<file path="src/rtl/ds_link_pkg.sv">
package ds_link_pkg;

   // Line state of one link: the two wires driven off chip.
   typedef struct packed {
      logic data;
      logic strobe;
   } ds_line_t;

   // Next line state: data follows the bit, strobe flips only when data repeats.
   function automatic ds_line_t ds_encode(ds_line_t cur, logic bit_in);
      ds_line_t nxt;
      nxt.data   = bit_in;
      nxt.strobe = (bit_in == cur.data) ? ~cur.strobe : cur.strobe;
      return nxt;
   endfunction

   function automatic int ds_word_bits(int sync_w, int n_smp, int smp_w, int aud_w);
      return sync_w + n_smp * smp_w + aud_w;
   endfunction

endpackage

</file>
<file path="src/rtl/ds_bit_timer.sv">
module ds_bit_timer #(
   parameter int WORD_W = 44
) (
   input  logic clk,
   input  logic rst_n,
   output logic word_load
);
   localparam int CNT_W = $clog2(WORD_W);
   localparam logic [CNT_W-1:0] LAST = CNT_W'(WORD_W - 1);

   logic [CNT_W-1:0] cnt_q;

   always_ff @(posedge clk or negedge rst_n) begin
      if (!rst_n)             cnt_q <= '0;
      else if (cnt_q == LAST) cnt_q <= '0;
      else                    cnt_q <= cnt_q + 1'b1;
   end

   assign word_load = (cnt_q == '0);
endmodule

</file>
<file path="src/rtl/ds_word_pack.sv">
module ds_word_pack #(
   parameter int NUM_SAMPLES = 4,
   parameter int SAMPLE_W    = 10,
   parameter int AUDIO_W     = 2,
   parameter int SYNC_W      = 2,
   parameter logic [SYNC_W-1:0] SYNC_PAT = 2'b10,
   parameter int WORD_W      = 44
) (
   input  logic                            valid,
   input  logic [NUM_SAMPLES*SAMPLE_W-1:0] samples,
   input  logic [AUDIO_W-1:0]              audio,
   output logic [WORD_W-1:0]               word
);
   localparam int PAY_W = WORD_W - SYNC_W;

   if (PAY_W != NUM_SAMPLES * SAMPLE_W + AUDIO_W) begin : g_bad_width
      $error("ds_word_pack: WORD_W does not match its fields");
   end

   logic [PAY_W-1:0] payload;

   // Sample 0 sits next to the marker; the audio pair closes the word.
   for (genvar j = 0; j < NUM_SAMPLES; j++) begin : g_smp
      assign payload[PAY_W-1-j*SAMPLE_W -: SAMPLE_W] = samples[j*SAMPLE_W +: SAMPLE_W];
   end
   assign payload[AUDIO_W-1:0] = audio;

   assign word = {SYNC_PAT, valid ? payload : {PAY_W{1'b0}}};
endmodule

</file>
<file path="src/rtl/ds_serializer.sv">
module ds_serializer
   import ds_link_pkg::*;
#(
   parameter int WORD_W = 44
) (
   input  logic              clk,
   input  logic              rst_n,
   input  logic              load,
   input  logic [WORD_W-1:0] word_in,
   output logic              ser_data,
   output logic              ser_strobe
);
   logic [WORD_W-1:0] shreg;
   ds_line_t          line_q;
   logic              run_q;
   logic              next_bit;

   // On a load edge the first bit goes straight to the line and the rest is stored.
   assign next_bit = load ? word_in[WORD_W-1] : shreg[WORD_W-1];

   always_ff @(posedge clk or negedge rst_n) begin
      if (!rst_n) begin
         shreg  <= '0;
         line_q <= '0;
         run_q  <= 1'b0;
      end else if (load) begin
         shreg  <= {word_in[WORD_W-2:0], 1'b0};
         line_q <= ds_encode(line_q, next_bit);
         run_q  <= 1'b1;
      end else if (run_q) begin
         shreg  <= {shreg[WORD_W-2:0], 1'b0};
         line_q <= ds_encode(line_q, next_bit);
      end
   end

   assign ser_data   = line_q.data;
   assign ser_strobe = line_q.strobe;
endmodule

</file>
<file path="src/rtl/ds_link_tx.sv">
module ds_link_tx
   import ds_link_pkg::*;
#(
   parameter int NUM_LINKS   = 3,
   parameter int NUM_SAMPLES = 4,
   parameter int SAMPLE_W    = 10,
   parameter int AUDIO_W     = 2,
   parameter int SYNC_W      = 2,
   parameter logic [SYNC_W-1:0] SYNC_PAT = 2'b10
) (
   input  logic                                      clk,
   input  logic                                      rst_n,
   input  logic [NUM_LINKS-1:0]                      word_valid,
   input  logic [NUM_LINKS*NUM_SAMPLES*SAMPLE_W-1:0] samples,
   input  logic [NUM_LINKS*AUDIO_W-1:0]              audio,
   output logic                                      word_load,
   output logic [NUM_LINKS-1:0]                      ser_data,
   output logic [NUM_LINKS-1:0]                      ser_strobe
);
   localparam int WORD_W  = ds_word_bits(SYNC_W, NUM_SAMPLES, SAMPLE_W, AUDIO_W);
   localparam int LSMP_W  = NUM_SAMPLES * SAMPLE_W;

   if (NUM_LINKS < 1) begin : g_bad_links
      $error("ds_link_tx: NUM_LINKS must be at least 1");
   end
   if (SYNC_W < 2) begin : g_bad_sync
      $error("ds_link_tx: SYNC_W must be at least 2");
   end
   if (SYNC_PAT[SYNC_W-1] == SYNC_PAT[SYNC_W-2]) begin : g_bad_pat
      $error("ds_link_tx: marker must start with an edge");
   end

   ds_bit_timer #(.WORD_W(WORD_W)) i_timer (
      .clk       (clk),
      .rst_n     (rst_n),
      .word_load (word_load)
   );

   for (genvar l = 0; l < NUM_LINKS; l++) begin : g_link
      logic [WORD_W-1:0] word;

      ds_word_pack #(
         .NUM_SAMPLES (NUM_SAMPLES),
         .SAMPLE_W    (SAMPLE_W),
         .AUDIO_W     (AUDIO_W),
         .SYNC_W      (SYNC_W),
         .SYNC_PAT    (SYNC_PAT),
         .WORD_W      (WORD_W)
      ) i_pack (
         .valid   (word_valid[l]),
         .samples (samples[l*LSMP_W +: LSMP_W]),
         .audio   (audio[l*AUDIO_W +: AUDIO_W]),
         .word    (word)
      );

      ds_serializer #(.WORD_W(WORD_W)) i_ser (
         .clk        (clk),
         .rst_n      (rst_n),
         .load       (word_load),
         .word_in    (word),
         .ser_data   (ser_data[l]),
         .ser_strobe (ser_strobe[l])
      );
   end
endmodule

</file>
<file path="config.mk">
export PLATFORM = sky130hd
export DESIGN_NAME = ds_link_tx
export DESIGN_NICKNAME = d
export VERILOG_FILES = /design/src/rtl/ds_link_pkg.sv /design/src/rtl/ds_bit_timer.sv /design/src/rtl/ds_word_pack.sv /design/src/rtl/ds_serializer.sv /design/src/rtl/ds_link_tx.sv
export SDC_FILE = /design/constraint.sdc
export NUM_CORES = 1
export LEC_CHECK = 0
export ABC_AREA = 0
export BUFFER_PORTS_ARGS = -buffer_cell sky130_fd_sc_hd__buf_2
export CAP_MARGIN = 0
export CORE_ASPECT_RATIO = 0.9
export CORE_MARGIN = 8
export CORE_UTILIZATION = 40
export CTS_BUF_LIST = sky130_fd_sc_hd__clkbuf_8
export CTS_CLUSTER_DIAMETER = 150
export DETAILED_ROUTE_END_ITERATION = 10
export GPL_ROUTABILITY_DRIVEN = 1
export GPL_TIMING_DRIVEN = 0
export SYNTH_ARGS = -nofsm -noshare
export SYNTH_HDL_FRONTEND = slang
export SYNTH_SLANG_ARGS = --single-unit
</file>
<file path="constraint.sdc">
create_clock -name clk -period 2.78 [get_ports clk]
set_input_delay 0.139 -clock clk [delete_from_list [all_inputs] [get_ports clk]]
set_output_delay 0.139 -clock clk [all_outputs]
set_load 0.02 [all_outputs]
</file>
# == Word level (Yosys, flattened, before mapping) ==
# Index checks and enable logic that the tools add are counted.
# op_classes
add_sub_neg,1
n_eq_ne,4
mux,22
bitwise,3
n_reduce_logical,2
# ops
cell,n
$mux 44,6
$mux 42,3
$mux 2,6
$add 6x1->6 const B,1
$eq 6x6->1 const B,1
$logic_not 6->1,1
$mux 1,6
$mux 6,1
$eq 1x1->1,3
$not 1->1,3
$reduce_bool 2->1,1
# word_totals
register_bits,145
output_inout_bits,7
wordCells,43

# == Depth between registers and ports, before layout ==
# Gate-level depths: netlist (run 1).
# depth
word_depth,6
ltp_mapped,10
depth_no_buf,8

# == Hierarchy ==
# Synthesis (run 1) repeated with hierarchy kept, for this count alone.
# unflattened
cells_unflattened,776
area_unflattened_um2,7878.8
# modules_own_cells
mod,instances,cells_per_inst,area_per_inst_um2,seq_area_each_um2
ds_serializer,3,199,2167.1,1151.1
ds_word_pack,3,50,357.8,0.0
ds_bit_timer,1,29,304.0,150.1

# == Worst setup path after synthesis (run 1) ==
# No wires, ideal clock.
# synth_timing
path_type,register to register
start,register i_timer.cnt_q[0]
end,register g_link[1].i_ser.shreg[18]
setup_time_ns,0.126
t_arrival_ns,1.708
setup_slack_ns,0.946
stages_incl_launch_ff,9
n_path_buf,2
synth_period_minus_slack_ns,1.834
cell_sequence,dfrtp_1 -> inv_1 -> ha_1 -> nor4b_4 -> nand2b_2 -> and2_4 -> buf_6 -> buf_6 -> a221o_1
# synth_via
elab_chain_len,2
elab_cells_between_ends,3
classes_between,mux (1); reduce/logical (2)
# synth_lines
element,line,source
from (decl),ds_bit_timer.sv:11,logic [CNT_W-1:0] cnt_q;
from (signal assigned),ds_bit_timer.sv:16,else cnt_q <= cnt_q + 1'b1;
$logic_not 6->1 *,ds_bit_timer.sv:19,assign word_load = (cnt_q == '0);
$mux 44 / $reduce_bool 2->1 (equally long branches),--,
to (signal assigned),ds_serializer.sv:27,"shreg <= {word_in[WORD_W-2:0], 1'b0};"
to (signal assigned),ds_serializer.sv:31,"shreg <= {shreg[WORD_W-2:0], 1'b0};"
to (decl),ds_serializer.sv:13,logic [WORD_W-1:0] shreg;
# Mark *: on every way between the ends. The rest lies on a longest branch, timed or not.
# A chain may end at the register's enable or synchronous reset.

# == Worst setup path after layout (run 1) ==
# layout_timing
start,register i_timer.cnt_q[0]
end,output port word_load
# layout_via
elab_chain_len,1
# layout_lines
element,line,source
$logic_not 6->1,ds_bit_timer.sv:19,
to (decl),ds_link_tx.sv:16,"output logic word_load,"
# No other way between the ends.

==> results of run 1 <==
## how the worst max path moves through the flow
stage,start,endpoint,depth (start not counted)
floorplan,i_timer.cnt_q[0]$_DFF_PN0_,g_link[1].i_ser.shreg[18]$_DFFE_PN0P_,8
global placement,rst_n,i_timer.cnt_q[0]$_DFF_PN0_,1
detailed placement,i_timer.cnt_q[0]$_DFF_PN0_,g_link[1].i_ser.shreg[23]$_DFFE_PN0P_,9
CTS,i_timer.cnt_q[0]$_DFF_PN0_,word_load,8
global route,i_timer.cnt_q[0]$_DFF_PN0_,word_load,8
finish,i_timer.cnt_q[0]$_DFF_PN0_,word_load,8
## cell type report
class	instances	area share [%]
flip-flops and latches	142	40.7
multi-input cells	293	27.2
repair buffers	234	19.2
plain buffers	64	4.39
clock buffers	19	2.99
well taps	202	2.89
clock inverters	13	2.42
inverters	6	0.258
## routing by layer
metal / global-route usage (%) / share of wire, % / vias to the layer above
li1: - / - / 2519
met2: 27.9 / 47 / 178
met4: 5.15 / 0.98 / 0
met3: 5.14 / 6.2 / 19
met5: 0 / 0 / -
met1: 24.4 / 46 / 2727
## synthesized netlist by cell type, drive strengths merged
library cell  count
or3b              3
mux2i             1
xnor2             1
a32o              2
o22a              2
and3            123
a41oi             2
inv               6
nand3             6
nor4b             1
clkbuf           28
o211ai            3
mux2              1
a221o           123
nand2             2
nor3              1
nand3b            3
a22o              5
nand2b            1
o21ai             1
xor2              3
a21oi             1
and2              3
nor2              2
a31oi             1
ha                2
buf              36
dfrtp           142
## worst reg2reg max path: cells and delay by family, from the launching register on
family          cells  cell delay [ps]
simple gates        3              770
buf+inv             3              470
flops               1              410
compound gates      1              280
fa+ha+maj           1              140
## per-stage QoR
step                setup WS, ps  cells  area [um2]  setup TNS, ps  power (mW)
floorplan                    946    505        6330              0        2.47
global placement            -447    844        7270         -62460        2.66
finish                       267    973        8740              0        4.67
detailed placement           569    845        7310              0        2.68
global route                62.1    973        8740              0        4.86
CTS                          170    973        8740              0        4.73
## flip-flops by register name, indices dropped and copies added, names as in the netlist
register and flops:
g_link.i_ser.ser_data 3, g_link.i_ser.run_q 1, g_link.i_ser.ser_strobe 3, g_link.i_ser.shreg 129
i_timer.cnt_q 6
## power groups by stage
stage | sequential (mW) | clock [mW] | combinational, mW
3_3_place_gp | 2.28 | 0 | 0.381
6_report | 2.24 | 1.93 | 0.497
3_5_place_dp | 2.28 | 0 | 0.395
5_1_grt | 2.26 | 2.06 | 0.545
2_1_floorplan | 2.26 | 0 | 0.206
4_1_cts | 2.24 | 1.98 | 0.502
## cells by family (layout without fill, tap and decap cells)
logic type | count (synthesis) | after routing | share of synthesized area (%)
multiplexers | 2 | 2 | 0.336
AND/OR/NAND/NOR | 145 | 145 | 14.6
adder cells (fa/ha/maj) | 2 | 2 | 0.395
XOR/XNOR | 4 | 4 | 0.553
buffers and inverters | 70 | 336 | 6.42
flip-flops | 142 | 142 | 56.1
AO/OA/AOI/OAI | 140 | 140 | 21.6
## what timing repair did
item,CTS,global route
hold endpoints to repair,148,0
hold buffers,96,0
setup buffers,0,0
==> reports/metrics.csv, run 1 <==
stage,metric,value,unit
power_and_ir_drop,pwr-share-clk,41.3,%
floorplanning,start_util,41.0,%
sta,grt_setup_unrepaired,false,
clock_tree,cts_buffers,17,
clock_tree,clk_path_buf_depth,2,
placement,place.gp.congestion,0.770,
sta,finalMaxSlewViolations,0,
floorplanning,coreArea,15400,um2
route,wirelength,17.9,mm
route,drtIter0Drc,343,
worst_setup_path,cp_common_cell,buf_2,
power_and_ir_drop,power_switching,1.07,mW
outcome,status,"finished, final reports clean",
power_and_ir_drop,internal_power,3.60,mW
sta,whs,28.9,ps
grt,grt_pass1_wl,29.3,mm
worst_setup_path,startpoint_type,register,
cells_and_area,seq_area,3550,um2
route,wl_per_cell,18.4,um
worst_hold_path,hold_path_end,g_link[1].i_ser.shreg[15]$_DFFE_PN0P_,
cells_and_area,fillers,1320,
sta,relSlewSlack,65.1,%
logic_synthesis,yosysTopAreaCellShare,56.1,%
worst_setup_path,rr_endpoint,g_link[0].i_ser.shreg[12]$_DFFE_PN0P_,
clock_tree,clkSinkCount,142,
cells_and_area,final_cell_mix,"buf_2, dfrtp_1, and3_1, a221o_1, dlygate4sd3_1",
logic_synthesis,syn_nets,638,
clock_tree,clk_latency,450,ps
sta,min_period,2510,ps
clock_tree,clk_pin_slew,80,ps
route,drt-vias-per-instance,5.59,
worst_setup_path,critPathRequiredTime,2640,ps
floorplanning,dieArea,20100,um2
worst_setup_path,worst-path-buf-inv,5,
sta,finClkSkew,10.6,ps
worst_setup_path,crit_path_cell_trace,"inv_1, ha_1, nor4b_4, nand2b_2, inv_2, buf_4, buf_2, buf_2",
grt,grt_antenna_before_repair,0,
cells_and_area,finalCoreUtilization,56.6,%
power_and_ir_drop,sw_frac_of_total,22.9,%
route,first_pass_iters,5,
placement,portBuffers,137,
logic_synthesis,syn_area_per_cell,12.5,um2
cells_and_area,syn_to_final_growth,38.0,%
sta,period_share,90.4,%
logic_synthesis,syn_area,6330,um2
logic_synthesis,synthTopCellsByArea,"dfrtp_1, a221o_1, and3_1, buf_6, clkbuf_1",
sta,hold_violations,0,
floorplanning,die_w,149,um
logic_synthesis,yosysSeqAreaShare,56.1,%
worst_setup_path,worstReg2RegStart,i_timer.cnt_q[0]$_DFF_PN0_,
worst_setup_path,timing.reg2reg.setup_slack,580,ps
power_and_ir_drop,ir_drop,0.293,mV
cells_and_area,drive_gt1_share,27.9,%
power_and_ir_drop,seqPwrFrac,48.0,%
job,cap_violations,0,
worst_setup_path,max_stage_delay,410,ps
clock_tree,htree_levels,4,
logic_synthesis,yosysTopAreaCell,dfrtp_1,
worst_setup_path,cp_max_fo,10,
clock_tree,root_buffer,clkbuf_8,
cells_and_area,final_common_cell,buf_2,
grt,grt_start_max_net_pins,90,
route,num_vias,5443,
worst_setup_path,end_kind,output pin,
sta,worst_slew_pin_slew,523,ps
route,drc,0,
floorplanning,core.rowCount,43,
worst_setup_path,path_delay_family,buffers and inverters,
route,ant_nets,0,
worst_hold_path,hold_depth,3,
floorplanning,die_h,135,um
grt,track_usage,18.1,%
logic_synthesis,synthCells,505,
power_and_ir_drop,powerDensity,534,nW/um2
worst_setup_path,crit_path_top_delay_cell,dfrtp_1,
sta,setup_viol,0,
worst_setup_path,worstPathArrival,2370,ps
grt,gr-total-overflow,0,
cells_and_area,antenna_cells,0,
sta,max_freq,0.398,GHz
worst_hold_path,min_from,samples[62],
floorplanning,io_pins,138,
clock_tree,cts_resized,0,
worst_setup_path,setup.worst_path.class,reg2out,
power_and_ir_drop,combinationalPowerShare,10.6,%
grt,grt_pass1_vias,5664,
clock_tree,cts_tree,built,
placement,dp_hpwl,11.7,mm
worst_hold_path,min_path_type,in2reg,
worst_setup_path,reg2reg_depth,8,
logic_synthesis,synth_cell_types,33,
logic_synthesis,synth-seq-cells,142,
cells_and_area,multi_input_area,2370,um2
cells_and_area,finalNetCount,891,
power_and_ir_drop,power_leakage,4.51,nW
logic_synthesis,ys_warn_count,0,
No activity file was read; power rests on OpenSTA's default activity.
==> inputs of run 2 (changes only) <==
Settings changed: BUFFER_PORTS_ARGS -buffer_cell sky130_fd_sc_hd__buf_2 to -buffer_cell sky130_fd_sc_hd__buf_4, SYNTH_HIERARCHICAL from default to 1.
==> reports/metrics.csv, run 2 <==
stage,metric,value,unit,change
cells_and_area,max_flop_register,g_link.i_ser/shreg,,was g_link.i_ser.shreg
worst_setup_path,setup.worst_path.class,reg2reg,,was reg2out
clock_tree,htree_levels,4,,unchanged
logic_synthesis,synth-seq-cells,144,,was 142
worst_setup_path,worst-path-buf-inv,2,,was 5
outcome,status,"finished, final reports clean",,unchanged
worst_setup_path,crit_path_top_delay_cell,dfrtp_1,,unchanged
route,drtIter0Drc,200,,was 343
power_and_ir_drop,ir_drop,0.279,mV,was 0.293 mV
placement,postPlaceCellArea,9250,um2,was 7310 um2
cells_and_area,largest_reg_flops,129,,unchanged
sta,finalMaxSlewViolations,0,,unchanged
clock_tree,cts_setup_buffers,0,,unchanged
cells_and_area,final_common_cell,buf_4,,was buf_2
cells_and_area,drive_gt1_share,37.4,%,was 27.9%
clock_tree,cts_buffers,17,,unchanged
logic_synthesis,ys_warn_count,6,,was 0
worst_setup_path,reg2reg_depth,6,,was 8
sta,tns,0,ps,unchanged
route,first_pass_iters,4,,was 5
route,wl_per_cell,14.0,um,was 18.4 um
clock_tree,clk_pin_slew,80,ps,about the same
cells_and_area,largestRegisters,"g_link.i_ser/shreg (129), i_timer/cnt_q (6)",,"was g_link.i_ser.shreg (129), i_timer.cnt_q (6)"
sta,worst_slew_pin_slew,763,ps,was 523 ps
worst_setup_path,max_stage_delay,440,ps,was 410 ps
sta,setup_slack,901,ps,was 267 ps
cells_and_area,finalNetCount,1097,,was 891
logic_synthesis,syn_nets,909,,was 638
logic_synthesis,synthTopCellsByArea,"dfrtp_1, mux2i_1, and2_2, o21ai_1, nand2_1",,"was dfrtp_1, a221o_1, and3_1, buf_6, clkbuf_1"
logic_synthesis,yosysSeqAreaShare,45.7,%,was 56.1%
floorplanning,io_pins,138,,unchanged
grt,grt_start_max_net_pins,82,,was 90
clock_tree,root_buffer,clkbuf_8,,unchanged
logic_synthesis,synth_edf_count,0,,unchanged
grt,grt_pass1_vias,6015,,was 5664
logic_synthesis,yosysTopAreaCellShare,45.7,%,was 56.1%
worst_setup_path,startpoint_type,register,,unchanged
worst_setup_path,end_kind,register,,was output pin
logic_synthesis,syn_area_per_cell,10.2,um2,was 12.5 um2
route,drc,0,,unchanged
logic_synthesis,synthCells,776,,was 505
worst_setup_path,crit_path_cell_trace,"nor3_1, and3_1, buf_6, clkbuf_1, nand2_1, o21ai_1",,"was inv_1, ha_1, nor4b_4, nand2b_2, inv_2, buf_4, buf_2, buf_2"
route,ant_nets,0,,unchanged
route,drt-vias-per-instance,4.71,,was 5.59
sta,finClkSkew,12.2,ps,was 10.6 ps
power_and_ir_drop,powerDensity,472,nW/um2,was 534 nW/um2
sta,min_period,1880,ps,was 2510 ps
floorplanning,coreArea,19200,um2,was 15400 um2
grt,grt_antenna_before_repair,0,,unchanged
placement,portBuffers,137,,unchanged
logic_synthesis,synthArstFlopShare,100,%,unchanged
cells_and_area,syn_to_final_growth,27.2,%,was 38.0%
floorplanning,dieArea,24500,um2,was 20100 um2
route,num_vias,5781,,was 5443
sta,grt_setup_unrepaired,false,,unchanged
grt,track_usage,14.7,%,was 18.1%
route,wirelength,17.2,mm,was 17.9 mm
worst_setup_path,worstPathArrival,2250,ps,was 2370 ps
power_and_ir_drop,power_leakage,5.36,nW,was 4.51 nW
placement,dp_hpwl,12.6,mm,was 11.7 mm
grt,grt_pass1_wl,29.3,mm,about the same
sta,max_freq,0.532,GHz,was 0.398 GHz
worst_setup_path,cp_max_fo,10,,unchanged
logic_synthesis,yosys_most_used_dff,dfrtp_1,,unchanged
worst_setup_path,timing.reg2reg.setup_slack,900,ps,was 580 ps
logic_synthesis,syn_area,7880,um2,was 6330 um2
worst_setup_path,path_delay_family,simple AND/OR/NAND/NOR gates,,was buffers and inverters
floorplanning,die_w,164,um,was 149 um
cells_and_area,stdcell_area,10000,um2,was 8740 um2
worst_hold_path,hold_depth,4,,was 3
logic_synthesis,yosysTopAreaCell,dfrtp_1,,unchanged
worst_hold_path,min_path_type,in2reg,,unchanged
floorplanning,die_h,149,um,was 135 um
logic_synthesis,synth_cell_types,31,,was 33
sta,hold_violations,0,,unchanged
logic_synthesis,synth_most_common_cell,dfrtp_1,,unchanged
worst_setup_path,critPathRequiredTime,3150,ps,was 2640 ps
clock_tree,clkSinkCount,144,,was 142
sta,relSlewSlack,49.2,%,was 65.1%
sta,setup_viol,0,,unchanged
cells_and_area,antenna_cells,0,,unchanged
clock_tree,cts_tree,built,,unchanged
worst_setup_path,crit_cells,6,,was 8
logic_synthesis,yosys-top-cells-count,"dfrtp_1, nand2_1, mux2i_1",,"was dfrtp_1, a221o_1, and3_1"
floorplanning,core.rowCount,48,,was 43
placement,dp_slack,889,ps,was 569 ps
cells_and_area,final_cell_mix,"buf_4, dfrtp_1, nand2_1",,"was buf_2, dfrtp_1, and3_1, a221o_1, dlygate4sd3_1"
clock_tree,clk_path_buf_depth,2,,unchanged
floorplanning,start_util,41.0,%,about the same
grt,gr-total-overflow,0,,unchanged
placement,place.gp.congestion,0.718,,was 0.770
job,cap_violations,0,,unchanged
clock_tree,clk_latency,440,ps,was 450 ps
sta,period_share,67.6,%,was 90.4%
## run 2: cell types whose count changed after synthesis, moves of 12 or more
cell	delta
nand2_1	+131
mux2i_1	+128
and2_2	+126
a221o_1	-123
and3_1	-121
o21ai_1	+105
o21ai_0	+20
clkbuf_1	-16
clkbuf_2	+12
## run 2: final timing paths
path                                                              from                                     end
worst min register to register  g_link[2].i_ser/ser_strobe$_DFFE_PN0P_  g_link[2].i_ser/ser_strobe$_DFFE_PN0P_
worst min-delay path                                       samples[60]   g_link[1].i_ser/shreg[13]$_DFFE_PN0P_
worst max register to register              i_timer/cnt_q[3]$_DFF_PN0_   g_link[0].i_ser/shreg[14]$_DFFE_PN0P_
min in group asynchronous                                        rst_n   g_link[2].i_ser/shreg[13]$_DFFE_PN0P_
worst max-delay path                        i_timer/cnt_q[3]$_DFF_PN0_   g_link[0].i_ser/shreg[14]$_DFFE_PN0P_
max in group asynchronous                                        rst_n              i_timer/cnt_q[4]$_DFF_PN0_
## run 2: cell families (layout without fill, tap and decap cells)
family,count (synthesis),in the layout,share of synthesized area [%]
compound gates,141,141,9.77
xor+xnor,10,10,1.11
simple gates,278,278,20.2
buf+inv,66,267,6.19
other cells,6,6,0.286
fa+ha+maj,2,2,0.318
flops,144,144,45.7
mux,129,129,16.4
## run 2: layout make-up
type / instances / area [um2]
multi-input cells: 566 / 3790
plain buffers: 63 / 477
repair buffers: 169 / 1370
clock inverters: 14 / 214
well taps: 250 / 313
inverters: 3 / 11.3
fillers: 1809 / 9200
flip-flops and latches: 144 / 3600
clock buffers: 18 / 248
## run 2: through the flow
step	hold WS [ps]	instances	utilization (%)	power [mW]
after floorplan	-157	776	-	2.56
after global placement	467	1163	48.0	2.83
after detailed placement	252	1164	48.1	2.84
after CTS	0.340	1226	52.1	4.82
after global routing	1.87	1227	52.2	4.97
final	36.6	1227	52.2	4.73
## run 2: worst reg2reg max path, stage by stage, from the launching register on
cell and delay [ps]:
dfrtp_1 440, nor3_1 180, and3_1 380, buf_6 200, clkbuf_1 390, nand2_1 130, o21ai_1 90
## run 2: timing repair
item,CTS,global route
hold endpoints to repair,109,1
endpoints found under the setup margin,0,0
hold buffers,30,1
gates resized for setup,0,0
## run 2: metal layers
| layer | vias to the layer above | part of all wire, % | GRT usage (%) |
|---|---|---|---|
| li1 | 2953 | - | - |
| met1 | 2710 | 49 | 20.4 |
| met2 | 103 | 45 | 22.1 |
| met3 | 15 | 5.2 | 4.11 |
| met4 | 0 | 0.96 | 4.22 |
| met5 | - | 0 | 0 |
## run 2: where the power goes
group	total (mW)	leakage, nW	switching (mW)	internal (mW)
combinational	0.556	3.28	0.222	0.334
clock	1.90	0.225	0.812	1.09
sequential	2.27	1.85	0.0653	2.20
